### src/rtl/srt_pkg.sv
package srt_pkg;
  // Staggered start value for a row at index idx inside its segment.
  function automatic int unsigned stagger_seed(int unsigned idx, int unsigned cmax);
    return 1 + (idx % cmax);
  endfunction
endpackage

### src/rtl/srt_tick_gen.sv
module srt_tick_gen #(
  parameter int unsigned TICK_CYCLES = 64
) (
  input  logic clk,
  input  logic rst_n,
  output logic tick
);
  localparam int unsigned TW = (TICK_CYCLES > 1) ? $clog2(TICK_CYCLES) : 1;

  logic [TW-1:0] cnt_q;

  assign tick = (cnt_q == TW'(TICK_CYCLES - 1));

  always_ff @(posedge clk) begin
    if (!rst_n)    cnt_q <= '0;
    else if (tick) cnt_q <= '0;
    else           cnt_q <= cnt_q + 1'b1;
  end


  tick_spacing_chk: assert property (@(posedge clk) disable iff (!rst_n)
    tick |=> !tick);
endmodule

### src/rtl/srt_walker.sv
module srt_walker #(
  parameter int unsigned NUM_SEGS     = 8,
  parameter int unsigned ROWS_PER_SEG = 8,
  parameter int unsigned ROW_W        = 6
) (
  input  logic             clk,
  input  logic             rst_n,
  input  logic             tick,
  output logic             visit_valid,
  output logic [ROW_W-1:0] visit_row
);
  localparam int unsigned SEG_W = (NUM_SEGS > 1) ? $clog2(NUM_SEGS) : 1;
  localparam int unsigned IDX_W = (ROWS_PER_SEG > 1) ? $clog2(ROWS_PER_SEG) : 1;
  localparam logic [SEG_W-1:0] SEG_LAST = SEG_W'(NUM_SEGS - 1);
  localparam logic [IDX_W-1:0] IDX_LAST = IDX_W'(ROWS_PER_SEG - 1);

  logic             busy_q;
  logic [SEG_W-1:0] seg_q;
  logic [IDX_W-1:0] idx_q;

  assign visit_valid = busy_q;
  assign visit_row   = ROW_W'(32'(seg_q) * ROWS_PER_SEG + 32'(idx_q));

  always_ff @(posedge clk) begin
    if (!rst_n) begin
      busy_q <= 1'b0;
      seg_q  <= '0;
      idx_q  <= '0;
    end else if (busy_q) begin
      if (seg_q == SEG_LAST) begin
        busy_q <= 1'b0;
        idx_q  <= (idx_q == IDX_LAST) ? '0 : idx_q + 1'b1;
      end else begin
        seg_q <= seg_q + 1'b1;
      end
    end else if (tick) begin
      busy_q <= 1'b1;
      seg_q  <= '0;
    end
  end


  seg_step_chk: assert property (@(posedge clk) disable iff (!rst_n)
    (busy_q && seg_q != SEG_LAST) |=> (busy_q && seg_q == $past(seg_q) + 1'b1));

  sweep_end_chk: assert property (@(posedge clk) disable iff (!rst_n)
    (busy_q && seg_q == SEG_LAST) |=> !busy_q);
endmodule

### src/rtl/srt_cnt_bank.sv
module srt_cnt_bank #(
  parameter int unsigned NUM_ROWS     = 64,
  parameter int unsigned ROWS_PER_SEG = 8,
  parameter int unsigned ROW_W        = 6,
  parameter int unsigned CNT_W        = 2,
  parameter int unsigned CNT_MAX      = 3
) (
  input  logic             clk,
  input  logic             rst_n,
  input  logic             visit_valid,
  input  logic [ROW_W-1:0] visit_row,
  input  logic             acc_valid,
  input  logic [ROW_W-1:0] acc_row,
  input  logic             done_valid,
  input  logic [ROW_W-1:0] done_row,
  output logic             due,
  output logic [ROW_W-1:0] due_row
);
  logic [CNT_W-1:0] cnts [NUM_ROWS];
  logic             visit_reloaded;

  assign visit_reloaded = (acc_valid && acc_row == visit_row) ||
                          (done_valid && done_row == visit_row);
  assign due     = visit_valid && !visit_reloaded && (cnts[visit_row] == CNT_W'(1));
  assign due_row = visit_row;

  for (genvar r = 0; r < NUM_ROWS; r++) begin : g_row
    localparam int unsigned INIT = srt_pkg::stagger_seed(r % ROWS_PER_SEG, CNT_MAX);
    logic [CNT_W-1:0] cnt_q;
    logic             hit_reload;
    logic             hit_visit;

    assign hit_reload = (acc_valid && acc_row == ROW_W'(r)) ||
                        (done_valid && done_row == ROW_W'(r));
    assign hit_visit  = visit_valid && visit_row == ROW_W'(r);

    always_ff @(posedge clk) begin
      if (!rst_n)                      cnt_q <= CNT_W'(INIT);
      else if (hit_reload)             cnt_q <= CNT_W'(CNT_MAX);
      else if (hit_visit && cnt_q != '0) cnt_q <= cnt_q - 1'b1;
    end

    assign cnts[r] = cnt_q;
  end


  acc_reload_chk: assert property (@(posedge clk) disable iff (!rst_n)
    acc_valid |=> cnts[$past(acc_row)] == CNT_W'(CNT_MAX));

  done_reload_chk: assert property (@(posedge clk) disable iff (!rst_n)
    done_valid |=> cnts[$past(done_row)] == CNT_W'(CNT_MAX));

  reload_wins_chk: assert property (@(posedge clk) disable iff (!rst_n)
    (visit_valid && acc_valid && acc_row == visit_row) |-> !due);

  due_zero_chk: assert property (@(posedge clk) disable iff (!rst_n)
    due |=> cnts[$past(due_row)] == '0);
endmodule

### src/rtl/srt_req_fifo.sv
module srt_req_fifo #(
  parameter int unsigned DEPTH = 16,
  parameter int unsigned ROW_W = 6
) (
  input  logic             clk,
  input  logic             rst_n,
  input  logic             push,
  input  logic [ROW_W-1:0] push_row,
  output logic             out_valid,
  input  logic             out_ready,
  output logic [ROW_W-1:0] out_row,
  output logic             ovf_err
);
  localparam int unsigned PW = (DEPTH > 1) ? $clog2(DEPTH) : 1;
  localparam int unsigned OW = $clog2(DEPTH + 1);

  logic [ROW_W-1:0] mem_q [DEPTH];
  logic [PW-1:0]    wr_q, rd_q;
  logic [OW-1:0]    occ_q;
  logic             full, do_push, do_pop;

  assign full      = (occ_q == OW'(DEPTH));
  assign do_push   = push && !full;
  assign out_valid = (occ_q != '0);
  assign do_pop    = out_valid && out_ready;
  assign out_row   = mem_q[rd_q];

  always_ff @(posedge clk) begin
    if (do_push) mem_q[wr_q] <= push_row;
  end

  always_ff @(posedge clk) begin
    if (!rst_n) begin
      wr_q    <= '0;
      rd_q    <= '0;
      occ_q   <= '0;
      ovf_err <= 1'b0;
    end else begin
      if (do_push) wr_q <= (wr_q == PW'(DEPTH - 1)) ? '0 : wr_q + 1'b1;
      if (do_pop)  rd_q <= (rd_q == PW'(DEPTH - 1)) ? '0 : rd_q + 1'b1;
      case ({do_push, do_pop})
        2'b10:   occ_q <= occ_q + 1'b1;
        2'b01:   occ_q <= occ_q - 1'b1;
        default: occ_q <= occ_q;
      endcase
      if (push && full) ovf_err <= 1'b1;
    end
  end


  no_overflow_chk: assert property (@(posedge clk) disable iff (!rst_n)
    occ_q <= OW'(DEPTH));

  ovf_sticky_chk: assert property (@(posedge clk) disable iff (!rst_n)
    ovf_err |=> ovf_err);

  hold_chk: assert property (@(posedge clk) disable iff (!rst_n)
    (out_valid && !out_ready) |=> (out_valid && $stable(out_row)));
endmodule

### src/rtl/srt_refresh_tracker.sv
module srt_refresh_tracker #(
  parameter int unsigned NUM_ROWS    = 64,
  parameter int unsigned NUM_SEGS    = 8,
  parameter int unsigned CNT_W       = 2,
  parameter int unsigned CNT_MAX     = 3,
  parameter int unsigned TICK_CYCLES = 64,
  parameter int unsigned FIFO_DEPTH  = 2 * NUM_SEGS,
  localparam int unsigned ROW_W      = $clog2(NUM_ROWS)
) (
  input  logic             clk,
  input  logic             rst_n,
  input  logic             acc_valid,
  input  logic [ROW_W-1:0] acc_row,
  input  logic             done_valid,
  input  logic [ROW_W-1:0] done_row,
  output logic             req_valid,
  input  logic             req_ready,
  output logic [ROW_W-1:0] req_row,
  output logic             ovf_err
);
  localparam int unsigned ROWS_PER_SEG = NUM_ROWS / NUM_SEGS;

  logic             tick;
  logic             visit_valid;
  logic [ROW_W-1:0] visit_row;
  logic             due;
  logic [ROW_W-1:0] due_row;

  srt_tick_gen #(.TICK_CYCLES(TICK_CYCLES)) u_tick (
    .clk(clk), .rst_n(rst_n), .tick(tick)
  );

  srt_walker #(
    .NUM_SEGS(NUM_SEGS), .ROWS_PER_SEG(ROWS_PER_SEG), .ROW_W(ROW_W)
  ) u_walk (
    .clk(clk), .rst_n(rst_n), .tick(tick),
    .visit_valid(visit_valid), .visit_row(visit_row)
  );

  srt_cnt_bank #(
    .NUM_ROWS(NUM_ROWS), .ROWS_PER_SEG(ROWS_PER_SEG), .ROW_W(ROW_W),
    .CNT_W(CNT_W), .CNT_MAX(CNT_MAX)
  ) u_bank (
    .clk(clk), .rst_n(rst_n),
    .visit_valid(visit_valid), .visit_row(visit_row),
    .acc_valid(acc_valid), .acc_row(acc_row),
    .done_valid(done_valid), .done_row(done_row),
    .due(due), .due_row(due_row)
  );

  srt_req_fifo #(.DEPTH(FIFO_DEPTH), .ROW_W(ROW_W)) u_fifo (
    .clk(clk), .rst_n(rst_n),
    .push(due), .push_row(due_row),
    .out_valid(req_valid), .out_ready(req_ready), .out_row(req_row),
    .ovf_err(ovf_err)
  );
endmodule

### config.mk
export PLATFORM = sky130hd
export DESIGN_NAME = srt_refresh_tracker
export DESIGN_NICKNAME = d
export VERILOG_FILES = /design/src/rtl/srt_pkg.sv /design/src/rtl/srt_tick_gen.sv /design/src/rtl/srt_walker.sv /design/src/rtl/srt_cnt_bank.sv /design/src/rtl/srt_req_fifo.sv /design/src/rtl/srt_refresh_tracker.sv
export SDC_FILE = /design/constraint.sdc
export NUM_CORES = 1
export LEC_CHECK = 0
export ABC_AREA = 1
export BUFFER_PORTS_ARGS = -buffer_cell sky130_fd_sc_hd__clkbuf_2
export CORE_ASPECT_RATIO = 1.2
export CORE_MARGIN = 8
export CORE_UTILIZATION = 35
export CTS_BUF_LIST = sky130_fd_sc_hd__clkbuf_16
export DETAILED_ROUTE_END_ITERATION = 12
export PLACE_DENSITY = 0.47
export SETUP_SLACK_MARGIN = 0.4
export SLEW_MARGIN = 20
export SYNTH_ARGS = -nofsm -noshare
export SYNTH_HDL_FRONTEND = slang
export SYNTH_SLANG_ARGS = --single-unit
export TNS_END_PERCENT = 5
### constraint.sdc
create_clock -name clk -period 6.7 [get_ports clk]
set_clock_uncertainty 0.1 [all_clocks]
set_input_delay 0 -clock clk [delete_from_list [all_inputs] [get_ports clk]]
set_output_delay 0 -clock clk [all_outputs]
set_load 0.02 [all_outputs]
# ---- Word level (Yosys, flattened, before mapping)
# Memories as Yosys holds them, arrays and structs flattened. A register that Yosys moved wholly into a read port is not among the register bits.
# Index checks and enable logic that the tools add are counted.
dict set report word_totals {
  input_bits 17
  word_cells 1025
  regBits 155
  out_inout_bits 8
  mem_count 1
  ramBits 96
}
dict set report classes {
  n_mux 113
  addsub 72
  n_reduce_logical 515
  n_eq_ne 201
  order_cmp 1
  bitwise_logic 2
}
# memory depth word_bits rd rd_clocked_by_memory_dff write_ports line
set mem_list {}
lappend mem_list {u_fifo.mem_q 16 6 1 1 1 srt_req_fifo.sv:17} ;# logic [ROW_W-1:0] mem_q [DEPTH];
# operator n
set ops {}
lappend ops {{6-bit == test, second input constant} 97}
lappend ops {{6-bit by 5-bit == test with 1-bit output, second input constant} 48}
lappend ops {{1-bit logical AND} 263}
lappend ops {{2-bit nonzero test} 114}
lappend ops {{6-bit by 4-bit == test with 1-bit output, second input constant} 24}
lappend ops {{2-bit OR reduction} 65}
lappend ops {{2-bit by 1-bit subtractor with 2-bit output, second input constant} 64}
lappend ops {{2-bit two-way mux} 50}
lappend ops {{6-bit by 3-bit == test with 1-bit output, second input constant} 12}
lappend ops {{1-bit logical OR} 65}
lappend ops {{1-bit two-way mux} 53}
lappend ops {{6-bit by 2-bit == test with 1-bit output, second input constant} 6}
lappend ops {{6-bit by 1-bit == test with 1-bit output, second input constant} 3}
lappend ops {{6-bit logical NOT} 3}
lappend ops {{4-bit two-way mux} 4}
lappend ops {{2-bit binary-select mux with 6-bit select} 1}
lappend ops {{6-bit == test} 2}
lappend ops {{3-bit two-way mux} 4}
lappend ops {{5-bit one-hot mux with 2 select lines} 1}
lappend ops {{4-bit by 1-bit adder with 4-bit output, second input constant} 2}
lappend ops {{4-bit == test, second input constant} 2}
lappend ops {{7-bit >= comparator, second input constant} 1}
lappend ops {{6-bit NOT with 7-bit output} 1}
lappend ops {{3-bit by 1-bit adder with 3-bit output, second input constant} 2}
lappend ops {{other kinds (13)} 17}

# ---- Depth between registers and ports, before layout
dict set report logic_depth {
  word_depth 10
  depth_mapped 26
  ltp_nobuf 23
}

# ---- Hierarchy
# From an unflattened synthesis, not the netlist that was laid out.
dict set report unflattened {
  hier_cells 1957
  hier_area_um2 14661.6
}
# module seq_area_each_um2 instances cells_each area_each_um2
set by_module_without_submodules {}
lappend by_module_without_submodules {srt_cnt_bank 2562.5 1 1437 9087.5}
lappend by_module_without_submodules {srt_req_fifo 3243.1 1 448 4982.3}
lappend by_module_without_submodules {srt_walker 140.1 1 42 331.6}
lappend by_module_without_submodules {srt_tick_gen 120.1 1 30 260.2}

# ---- Least setup slack after synthesis
# OpenSTA, ideal clock, no wires.
dict set report synth_path {
  kind {reg-to-reg}
  start {register u_walk.idx_q[0]}
  end {register u_fifo.occ_q[4]}
  slack_ns 3.273
  required_time_ns 6.479
  synth_period_minus_slack_ns 3.427
  t_arrival_ns 3.206
  n_path_buf 3
  setup_ns 0.121
  stages_incl_launch_ff 25
  path_cell_list {dfxtp_1 buf_6 inv_2 buf_6 buf_6 nor2_1 o21ai_1 nand2_1 nand2_1 o21bai_1 nand2_1 nor2_4 nand3_4 ha_1 xor2_1 ha_1 or2_2 nand2_1 nand2_1 a21oi_1 nand2_1 nand2_1 nor2_1 o21ai_0 a21oi_1}
}
dict set report synth_between {
  elab_chain_cells 10
  word_cells_on_any_way 19
  classes_between {add/sub (1); eq/ne (5); mux (4); bitwise (1); reduce/logical (8)}
}
# element line
set synth_lines {}
lappend synth_lines {{start, declared} srt_walker.sv:19} ;# logic [IDX_W-1:0] idx_q;
lappend synth_lines {{start signal, assigned} srt_walker.sv:32} ;# idx_q <= (idx_q == IDX_LAST) ? '0 : idx_q + 1'b1;
lappend synth_lines {{6-bit by 3-bit adder with 6-bit output *} srt_walker.sv:22} ;# assign visit_row = ROW_W'(32'(seg_q) * ROWS_PER_SEG + 32'(idx_q));
lappend synth_lines {{6-bit NOT with 7-bit output (not written as such), or another cell as far along} srt_cnt_bank.sv:24} ;# assign due = visit_valid && !visit_reloaded && (cnts[visit_row] == CNT_W'(1));
lappend synth_lines {{2-bit binary-select mux with 6-bit select, or another cell as far along} srt_cnt_bank.sv:24}
lappend synth_lines {{2-bit two-way mux (not written as such) or 1-bit logical OR (tied branches)} {srt_cnt_bank.sv:24, srt_cnt_bank.sv:22}}
lappend synth_lines {{2-bit two-way mux (not written as such) or 1-bit logical NOT (tied branches)} srt_cnt_bank.sv:24}
lappend synth_lines {{2-bit by 1-bit == test with 1-bit output or 1-bit logical AND (tied branches)} srt_cnt_bank.sv:24}
lappend synth_lines {{1-bit logical AND *} srt_cnt_bank.sv:24}
lappend synth_lines {{1-bit logical AND *} srt_req_fifo.sv:23} ;# assign do_push = push && !full;
lappend synth_lines {{2-bit by 1-bit == test with 1-bit output or 2-bit == test (tied branches)} srt_req_fifo.sv:41} ;# case ({do_push, do_pop})
lappend synth_lines {{5-bit one-hot mux with 2 select lines or 2-bit nonzero test (tied branches)} n/a}
lappend synth_lines {{end signal, assigned} srt_req_fifo.sv:42} ;# 2'b10: occ_q <= occ_q + 1'b1;
lappend synth_lines {{end signal, assigned} srt_req_fifo.sv:43} ;# 2'b01: occ_q <= occ_q - 1'b1;
lappend synth_lines {{end signal, assigned} srt_req_fifo.sv:44} ;# default: occ_q <= occ_q;
lappend synth_lines {{end, declared} srt_req_fifo.sv:19} ;# logic [OW-1:0] occ_q;
# Every way passes the cells marked *; elsewhere a longest branch is shown, timed or not. The select of a mux whose other input is x is not followed.
# A chain may end at the register's enable or synchronous reset.

# ---- Worst setup path after layout
# Same ends and word-level chain as after synthesis.

==> results_dict.tcl <==
set metrics [dict create \
    cp_max_fo 59 \
    wl_per_cell_um 18.2 \
    r2r-start "u_walk.idx_q[0]$_SDFFE_PN0P_" \
    num_vias 12600 \
    cts_root_buf "clkbuf_16" \
    maxSlewViolCount 0 \
    remaining_drc_errors 0 \
    worstPathArrival_ps 5000 \
    whs_ps 59.2 \
    postSynthCellCount 1902 \
    hold_depth 6 \
    synth_cell_type_count 41 \
    r2r_slack_ps 2080 \
    peakVddDrop_uv 198 \
    outcome "finished clean" \
    dieWidth_um 201 \
    seq_area_frac_synth 0.421 \
    final_util 0.394 \
    tightest_slew_ps 1120 \
    clk_pin_slew_ps 70 \
    io_pins 25 \
    area_delta_synth_final_pct 11.1 \
    die_h_um 238 \
    powerDensity_nw_per_um2 242 \
    min_to "u_bank.g_row[52].cnt_q[1]$_SDFFE_PP1P_" \
    start_util 0.354 \
    final_area_um2 16000 \
    period_share 0.689 \
    critical_path.endpoint_type "flip-flop" \
    syn_avg_cell_area_um2 7.57 \
    syn_nets 2000 \
    layout-drive-gt1-share 0.0548 \
    n_antenna_cell 0 \
    crit_top_cell "nand2_1" \
    yosysTopAreaCell "dfxtp_1" \
    placed_cell_area_um2 14900 \
    place_hpwl_um 31100 \
    yosysWarnings 0 \
    antenna_found_initial 0 \
    synth.ff_latch_count 255 \
    grt_pass1_vias 11900 \
    start_kind "flip-flop" \
    fmax_mhz 217 \
    drt_iter0_drc 880 \
    final_hold_viol_count 0 \
    clock_path_buffers 3 \
    syn_area_um2 14400 \
    grt_pass1_wl_um 69100 \
    rr_endpoint "u_fifo.occ_q[4]$_SDFFE_PN0P_" \
    worstSkewPairLatency_ps 580 \
    worst_slack_ps 2080 \
    via_per_inst 5.08 \
    power_leakage_nw 7.31 \
    rows 81 \
    numPortBuffers 24 \
    drt-pass1-iter-count 5 \
    drv_cap 0 \
    setup_violations 0 \
    dp_slack_ps 2370 \
    totalWireLength_um 44900 \
    synth_area_leaders "dfxtp_1, edfxtp_1, nand2_1, inv_1, ha_1" \
    clock-sinks 255 \
    nNetsFinal 2008 \
    min-delay-start "done_row[0]" \
    cts_made_buffers 29 \
    fin_tns_setup_ps 0 \
    grt_max_degree 73 \
    slowest_stage "clkinv_2" \
    h-tree-depth 1 \
    maxSlewHeadroom 0.252 \
    ant_nets 0 \
    cp_top_family "simple AND/OR/NAND/NOR gates" \
    grt_setup_unrepaired "no" \
    worstPathRequired_ps 7090 \
    critical_path_class "reg2reg" \
    groute.usage.overall 0.183 \
    cp_slowest_stage_delay_ps 820 \
    die_area_um2 47900 \
    core_um2 40600 \
    crit_buf_inv 1 \
    reg2regPathDepth 22 \
    crit_chain "clkinv_2, nand2_1, nand3_1, nand2_1, nand2_1, nand2_1, nor2_1, nor2_1, nor2_1, nand2_1, nand3_4, ha_1, xor2_1, ha_1, or2_2, nand2_1, nand2_1, a21oi_1, nor2_1, nor2_1, o21ai_0, a21oi_1" \
    ctsResizeCount 0 \
    layout.cells.non_filler 2472 \
    synth_top_area_frac 0.221 \
    gp_congestion 0.937 \
    hold_class "in2reg" \
    finalCriticalPeriod_ps 4620 \
    grt.overflow.total 0 \
    cts_tree "built" \
    dp.cells 2408 \
    finalPower_mw 3.87 \
]
-- cells in the mapped netlist, drive strengths merged --
master   number
clkbuf       41
o21bai        2
ha           81
a21oi        84
o31ai         3
o2111ai       7
dfxtp       159
nor3         62
and3          1
nor2        180
o21ai       105
xor2         23
a211oi        9
a22oi         1
inv         358
nand3b        3
mux2i        24
nor3b         3
buf          27
o211a         1
o21a          1
edfxtp       96
nand4        13
clkinv        2
a31oi         4
nor4          7
o211ai       66
nand3        83
o22ai        64
or2           1
nand2       391
-- worst min-delay path, cell delays in order --
cell and delay, ps:
clkbuf_2 160, nor2_1 80, nand2_1 160, o22ai_1 110, inv_1 80, o2111ai_1 100
-- final cells by class --
class	count	area, um2
repair buffers	45	303
flip-flops and latches	255	6070
inverters	360	1350
fillers	4240	24600
clock inverters	25	225
well taps	539	674
multi-input cells	1219	6650
clock buffers	29	726
-- state kept, by name, summed over array words and instances (netlist names), named ones only --
register,flops
u_fifo.occ_q,5
u_fifo.wr_q,4
u_walk.visit_valid,1
u_fifo.rd_q,4
u_fifo.ovf_err,1
u_fifo.mem_q,96
u_tick.cnt_q,6
u_walk.idx_q,3
u_walk.seg_q,3
u_bank.g_row.cnt_q,128
-- cell families after synthesis --
group | count (synthesis) | synth area share
compound gates | 347 | 0.146
xor+xnor | 23 | 0.0140
fa+ha+maj | 81 | 0.0704
buf+inv | 428 | 0.117
flops | 255 | 0.421
mux | 24 | 0.0167
simple gates | 744 | 0.214
-- report_power, final --
| part | total [mW] | internal (mW) | switching (mW) |
|---|---|---|---|
| clock | 1.60 | 0.939 | 0.663 |
| sequential | 1.65 | 1.63 | 0.0264 |
| combinational | 0.618 | 0.208 | 0.410 |
| total | 3.87 | 2.77 | 1.10 |
-- placed cells by master (no fill, tap or decap), drive strengths merged, types with 2 or more instances in the layout --
cell type | netlist | final
nand2 | 391 | 391
inv | 358 | 360
nor2 | 180 | 180
dfxtp | 159 | 159
o21ai | 105 | 105
edfxtp | 96 | 96
a21oi | 84 | 84
nand3 | 83 | 83
ha | 81 | 81
o211ai | 66 | 66
o22ai | 64 | 64
nor3 | 62 | 62
clkbuf | 41 | 53
mux2i | 24 | 24
xor2 | 23 | 23
clkinv | 2 | 20
nand4 | 13 | 13
buf | 27 | 11
dlygate4sd3 | 0 | 10
a211oi | 9 | 9
nor4 | 7 | 7
o2111ai | 7 | 7
a31oi | 4 | 4
bufinv | 0 | 4
o31ai | 3 | 3
nand3b | 3 | 3
nor3b | 3 | 3
o21bai | 2 | 2
-- routing by layer --
| layer | routed length, um | track usage |
|---|---|---|
| met1 | 18700 | 0.218 |
| met2 | 22300 | 0.328 |
| met3 | 2000 | 0.0187 |
| met4 | 1940 | 0.0838 |
| met5 | 0 | 0 |
-- how the worst max path moves through the flow --
stage,from,slack (ps),end,depth (start not counted)
global route,u_walk.idx_q[0]$_SDFFE_PN0P_,1510,u_fifo.occ_q[4]$_SDFFE_PN0P_,23
floorplan,u_walk.idx_q[0]$_SDFFE_PN0P_,3270,u_fifo.occ_q[4]$_SDFFE_PN0P_,24
finish,u_walk.idx_q[0]$_SDFFE_PN0P_,2080,u_fifo.occ_q[4]$_SDFFE_PN0P_,22
global placement,u_walk.idx_q[0]$_SDFFE_PN0P_,2420,u_fifo.occ_q[4]$_SDFFE_PN0P_,23
detailed placement,u_walk.idx_q[0]$_SDFFE_PN0P_,2370,u_fifo.occ_q[4]$_SDFFE_PN0P_,22
CTS,u_walk.idx_q[0]$_SDFFE_PN0P_,2330,u_fifo.occ_q[4]$_SDFFE_PN0P_,22
-- repair_timing --
item | 4_1_cts | 5_1_grt
hold buffers | 10 | 0
setup buffers | 0 | 0
hold endpoints to repair | 20 | 0
Note: power is estimated with default switching activity, not from simulation.
